===== config.mk =====
export PLATFORM = sky130hd
export DESIGN_NAME = cache_pwr_inv_ctrl
export DESIGN_NICKNAME = d
export VERILOG_FILES = /design/src/rtl/cpi_pkg.sv /design/src/rtl/cpi_pwr_track.sv /design/src/rtl/cpi_sweep.sv /design/src/rtl/cpi_drain.sv /design/src/rtl/cache_pwr_inv_ctrl.sv
export SDC_FILE = /design/constraint.sdc
export NUM_CORES = 1
export LEC_CHECK = 0
export BUFFER_PORTS_ARGS = -buffer_cell sky130_fd_sc_hd__buf_2
export CAP_MARGIN = 10
export CORE_MARGIN = 2
export CORE_UTILIZATION = 35
export DETAILED_ROUTE_END_ITERATION = 12
export HOLD_SLACK_MARGIN = 0.1
export PLACE_DENSITY = 0.69
export SLEW_MARGIN = 20
export SYNTH_ARGS = -nofsm -noshare
export SYNTH_HDL_FRONTEND = slang
export SYNTH_SLANG_ARGS = --single-unit

===== constraint.sdc =====
create_clock -name clk_i -period 1.6 [get_ports clk_i]
set_input_delay 0.32 -clock clk_i [delete_from_list [all_inputs] [get_ports clk_i]]
set_output_delay 0.32 -clock clk_i [all_outputs]
set_load 0.01 [all_outputs]

===== src/rtl/cpi_pkg.sv =====
package cpi_pkg;

    // Control register layout, bit 4 down to bit 0.
    typedef struct packed {
        logic man_pwr;
        logic man_inv;
        logic pwr;
        logic inv;
        logic en;
    } cpi_ctrl_t;

    localparam int unsigned REG_W      = 8;
    localparam int unsigned CTRL_BITS  = 5;
    localparam logic        ADDR_CTRL  = 1'b0;
    localparam logic        ADDR_STAT  = 1'b1;

endpackage


===== src/rtl/cpi_pwr_track.sv =====
module cpi_pwr_track (
    input  logic clk_i,
    input  logic rst_ni,
    input  logic req_i,
    input  logic ack_i,
    output logic stat_o
);
    logic stat_d, stat_q;

    always_comb begin
        stat_d = req_i & ack_i;
    end

    always_ff @(posedge clk_i or negedge rst_ni) begin
        if (!rst_ni) stat_q <= 1'b0;
        else         stat_q <= stat_d;
    end

    assign stat_o = stat_q;
endmodule


===== src/rtl/cpi_sweep.sv =====
module cpi_sweep #(
    parameter int unsigned LINES = 8,
    localparam int unsigned IDX_W = (LINES > 1) ? $clog2(LINES) : 1
) (
    input  logic             clk_i,
    input  logic             rst_ni,
    input  logic             start_i,
    output logic             busy_o,
    output logic             clr_o,
    output logic [IDX_W-1:0] idx_o,
    output logic             done_o
);
    localparam logic [IDX_W-1:0] LAST = IDX_W'(LINES - 1);

    typedef struct packed {
        logic             busy;
        logic [IDX_W-1:0] idx;
    } sweep_t;

    sweep_t s_d, s_q;

    always_comb begin
        s_d = s_q;
        if (!s_q.busy) begin
            if (start_i) begin
                s_d.busy = 1'b1;
                s_d.idx  = '0;
            end
        end else if (s_q.idx == LAST) begin
            s_d.busy = 1'b0;
            s_d.idx  = '0;
        end else begin
            s_d.idx = s_q.idx + 1'b1;
        end
    end

    always_ff @(posedge clk_i or negedge rst_ni) begin
        if (!rst_ni) s_q <= '0;
        else         s_q <= s_d;
    end

    assign busy_o = s_q.busy;
    assign clr_o  = s_q.busy;
    assign idx_o  = s_q.idx;
    assign done_o = s_q.busy && (s_q.idx == LAST);
endmodule


===== src/rtl/cpi_drain.sv =====
module cpi_drain #(
    parameter int unsigned DRAIN = 4,
    localparam int unsigned CNT_W = $clog2(DRAIN + 1)
) (
    input  logic clk_i,
    input  logic rst_ni,
    input  logic on_i,
    output logic active_o
);
    localparam logic [CNT_W-1:0] CNT_LAST = CNT_W'(DRAIN - 1);

    typedef struct packed {
        logic             active;
        logic [CNT_W-1:0] cnt;
    } drain_t;

    drain_t d_d, d_q;

    always_comb begin
        d_d = d_q;
        if (on_i) begin
            d_d.active = 1'b1;
            d_d.cnt    = '0;
        end else if (d_q.active) begin
            if (d_q.cnt == CNT_LAST) begin
                d_d.active = 1'b0;
                d_d.cnt    = '0;
            end else begin
                d_d.cnt = d_q.cnt + 1'b1;
            end
        end
    end

    always_ff @(posedge clk_i or negedge rst_ni) begin
        if (!rst_ni) d_q <= '0;
        else         d_q <= d_d;
    end

    assign active_o = d_q.active;
endmodule


===== src/rtl/cache_pwr_inv_ctrl.sv =====
module cache_pwr_inv_ctrl
    import cpi_pkg::*;
#(
    parameter int unsigned LINES = 8,
    parameter int unsigned DRAIN = 4,
    localparam int unsigned IDX_W = (LINES > 1) ? $clog2(LINES) : 1
) (
    input  logic             clk_i,
    input  logic             rst_ni,
    input  logic             reg_we_i,
    input  logic             reg_addr_i,
    input  logic [REG_W-1:0] reg_wdata_i,
    output logic [REG_W-1:0] reg_rdata_o,
    output logic             pwr_req_o,
    input  logic             pwr_ack_i,
    output logic             inv_clr_o,
    output logic [IDX_W-1:0] inv_idx_o,
    output logic             cache_active_o
);
    cpi_ctrl_t ctrl_d, ctrl_q;
    logic      pwr_stat;
    logic      sweep_busy, sweep_done, sweep_start;
    logic      active;

    // Control register next value
    always_comb begin
        ctrl_d = ctrl_q;
        if (reg_we_i && reg_addr_i == ADDR_CTRL) begin
            ctrl_d.man_pwr = reg_wdata_i[4];
            ctrl_d.man_inv = reg_wdata_i[3];
            ctrl_d.pwr     = reg_wdata_i[2];
            ctrl_d.en      = reg_wdata_i[0];
            ctrl_d.inv     = ctrl_q.inv | (reg_wdata_i[1] & reg_wdata_i[3]);
        end
        if (sweep_done) ctrl_d.inv = 1'b0;
    end

    always_ff @(posedge clk_i or negedge rst_ni) begin
        if (!rst_ni) ctrl_q <= '0;
        else         ctrl_q <= ctrl_d;
    end

    assign pwr_req_o   = ctrl_q.pwr & ctrl_q.man_pwr;
    assign sweep_start = ctrl_q.inv & ctrl_q.man_inv & pwr_stat & ~active & ~sweep_busy;

    cpi_pwr_track u_pwr (
        .clk_i  (clk_i),
        .rst_ni (rst_ni),
        .req_i  (pwr_req_o),
        .ack_i  (pwr_ack_i),
        .stat_o (pwr_stat)
    );

    cpi_sweep #(.LINES(LINES)) u_sweep (
        .clk_i   (clk_i),
        .rst_ni  (rst_ni),
        .start_i (sweep_start),
        .busy_o  (sweep_busy),
        .clr_o   (inv_clr_o),
        .idx_o   (inv_idx_o),
        .done_o  (sweep_done)
    );

    cpi_drain #(.DRAIN(DRAIN)) u_drain (
        .clk_i    (clk_i),
        .rst_ni   (rst_ni),
        .on_i     (ctrl_q.en & pwr_stat),
        .active_o (active)
    );

    assign cache_active_o = active;

    always_comb begin
        if (reg_addr_i == ADDR_STAT)
            reg_rdata_o = {6'b0, active, pwr_stat};
        else
            reg_rdata_o = {{(REG_W - CTRL_BITS){1'b0}}, ctrl_q};
    end
endmodule


==> out/results.ini <==
[power]
p_leak_nw=0.414
vdd_drop_max_v=0.00105
power_density_mw_per_mm2=1520

[timing]
setup_ws_ns=0.131
holdWs_ns=0.276
rsz0062_at_grt=no
slew_viol_final=0
finalSetupViolCount=0
fin_crit_sh_pct=91.8
fin_crit_ns=1.47
skew_ns=0.00788
fin_setup_tns_ns=0
max_freq_ghz=0.681
hold_viol_final=0

[logic_synthesis]
yosys-top-cells-count=dfrtp_1, mux2_2, a21oi_1
synth.distinct_cells=22
synthXorXnorAreaFrac_pct=0
yosysMostFrequentCell=dfrtp_1
synthTopCellsByArea=dfrtp_1, mux2_2, ha_1
seq_area_frac_synth_pct=52.6
yosys_most_used_dff=dfrtp_1
synth_simple_gate_area_share_pct=13.3
ys_warn_count=0
async_flop_share_pct=100
synth_mux_area_share_pct=10.2
syn-cell-area_um2=666
synth_top_area_share_pct=52.6
synth_fa_ha_area_share_pct=5.64
synth_edf_count=0
synth.avg_cell_area_um2=12.6
syn_inst=53
yosys.area.top_type=dfrtp_1
synth_top_family_by_area=compound AO/OA/AOI/OAI gates
ys_ff_latch=14
synth_compound_area_share_pct=13.7

[drt]
vias_per_cell=4.53
num_vias=458
drt_iter0_drc=5
ant_nets=0
first_pass_iters=2
drt_wl_total_um=1110
routedWlPerCell_um=10.9
drc=0

[hold_path]
hold_class=in2reg
hold_depth=2
hold-path-endpoint=ctrl_q[0]$_DFFE_PN0P_
hold_start=reg_wdata_i[0]

[global_routing]
grt_pass1_wl_um=1900
use_met1_pct=16.5
antenna_found_initial=0
grt_pass1_vias=433
gr-max-usage-layer=met2
met3_usage_pct=3.77
met2_usage_pct=18.1
grt_start_max_net_pins=15
grt-ovfl-total=0
grtUsageTotal_pct=12.4

[cts]
numCtsBuffers=3
clock_path_buffers=2
cts_tree=yes
cts_root_buf=clkbuf_4
postCtsSetupBuffers=0
clkSinkCount=14
path_clk_slew_ns=0.08
clk_latency_ns=0.27
htreeDepth=1
post_cts_resized=0

[place]
place_inst=97
gp_congestion=0.746
portBuffers=20
dp_slack_ns=0.319
hpwlAfterDp_um=869

[finish]
nets=94
fin_cells=101
areaGrowthSynthToFinish_pct=22.4
diodes=0
layout-drive-gt1-share_pct=44.7

[critical_path]
crit_start=u_drain.active_o$_DFF_PN0_
path_cells=mux2_2, buf_2
cpPeakStageDelay_ns=0.46
path_max_fanout=8
worst_path_max_delay_cell=dfrtp_1
worstSetupEndpointType=primary output
reg2reg_to=u_sweep.idx_o[0]$_DFFE_PN0P_
crit_required_ns=1.28
timing.critical_path.from_type=flop
path_class=reg2out
cp.arrival_ns=1.15
reg2reg_depth=4
r2r_start=u_sweep.idx_o[0]$_DFFE_PN0P_
reg2reg_slack_ns=0.36

[die]
ios=27
start_util_pct=37.7
die_w_um=47.6
die_h_um=47.6
dieArea_mm2=0.00227
core-area_mm2=0.00176
rows=15

[status]
outcome=completed

[job]
maxCapViolCount=0

==> final cells by class <==
| class | instances | area (um2) |
|---|---|---|
| clock buffer | 3 | 22.5 |
| fill | 175 | 950 |
| inverter | 1 | 3.75 |
| multi-input combinational | 37 | 297 |
| sequential | 14 | 350 |
| tap | 25 | 31.3 |
| timing repair buffer | 21 | 110 |
==> power by group <==
group	switching, mW	total, mW	leakage, nW	internal [mW]
clock	0.0942	0.181	0.0138	0.0869
combinational	0.213	0.464	0.229	0.251
sequential	0.126	0.596	0.171	0.470
total	0.433	1.24	0.414	0.808
==> cells in the final DEF, fill, tap and decap left out, drive strengths merged, types with 2 or more instances in the layout <==
master   n
a21oi    4
a22o     3
a31oi    2
and2b    3
buf     20
clkbuf   3
conb     3
dfrtp   14
ha       3
mux2     6
nand2    3
nor2b    2
==> per-layer routing <==
layer,share of wire (%),vias to the layer above
met5,0,-
met2,45,17
met3,7.5,0
met1,47,208
met4,0,0
li1,-,233
==> sequential cells by signal (all words and copies together) (netlist names) <==
register and cells:
u_sweep.busy_o 1, ctrl_q 5, u_drain.active_o 1, u_pwr.stat_o 1
u_drain.d_q 3, u_sweep.idx_o 3
==> worst max-delay path: cells and delay by family (launching register included) <==
kind	cells	cell delay, ns
buffers and inverters	1	0.14
multiplexers	1	0.29
flip-flops	1	0.46
==> logic make-up (layout without fill, tap and decap cells) <==
family	Yosys count	in the layout
mux	6	6
compound gates	12	12
simple gates	13	13
flops	14	14
buf+inv	4	25
other cells	1	3
fa+ha+maj	3	3
==> metrics by stage <==
step / total power, mW / util, % / cell area (um2)
CTS: 1.26 / 46.2 / 815
global route: 1.35 / 46.2 / 815
finish: 1.24 / 46.2 / 815
detailed placement: 1.07 / 44.3 / 782
global placement: 1.04 / 44.3 / 782
floorplan: 0.899 / - / 673
==> how the worst max path moves through the flow <==
stage	endpoint	slack, ns	cells after the start
after floorplan	u_sweep.idx_o[2]$_DFFE_PN0P_	0.38	3
after global placement	reg_rdata_o[1]	0.32	3
after detailed placement	reg_rdata_o[0]	0.32	3
after CTS	reg_rdata_o[1]	0.12	2
after global routing	reg_rdata_o[1]	0.05	2
final	reg_rdata_o[1]	0.13	2
==> repair_timing <==
item	in CTS	in global routing
hold endpoints to repair	14	0
setup endpoints to repair	0	0
hold buffers	1	0
(Power assumes the default switching activity.)
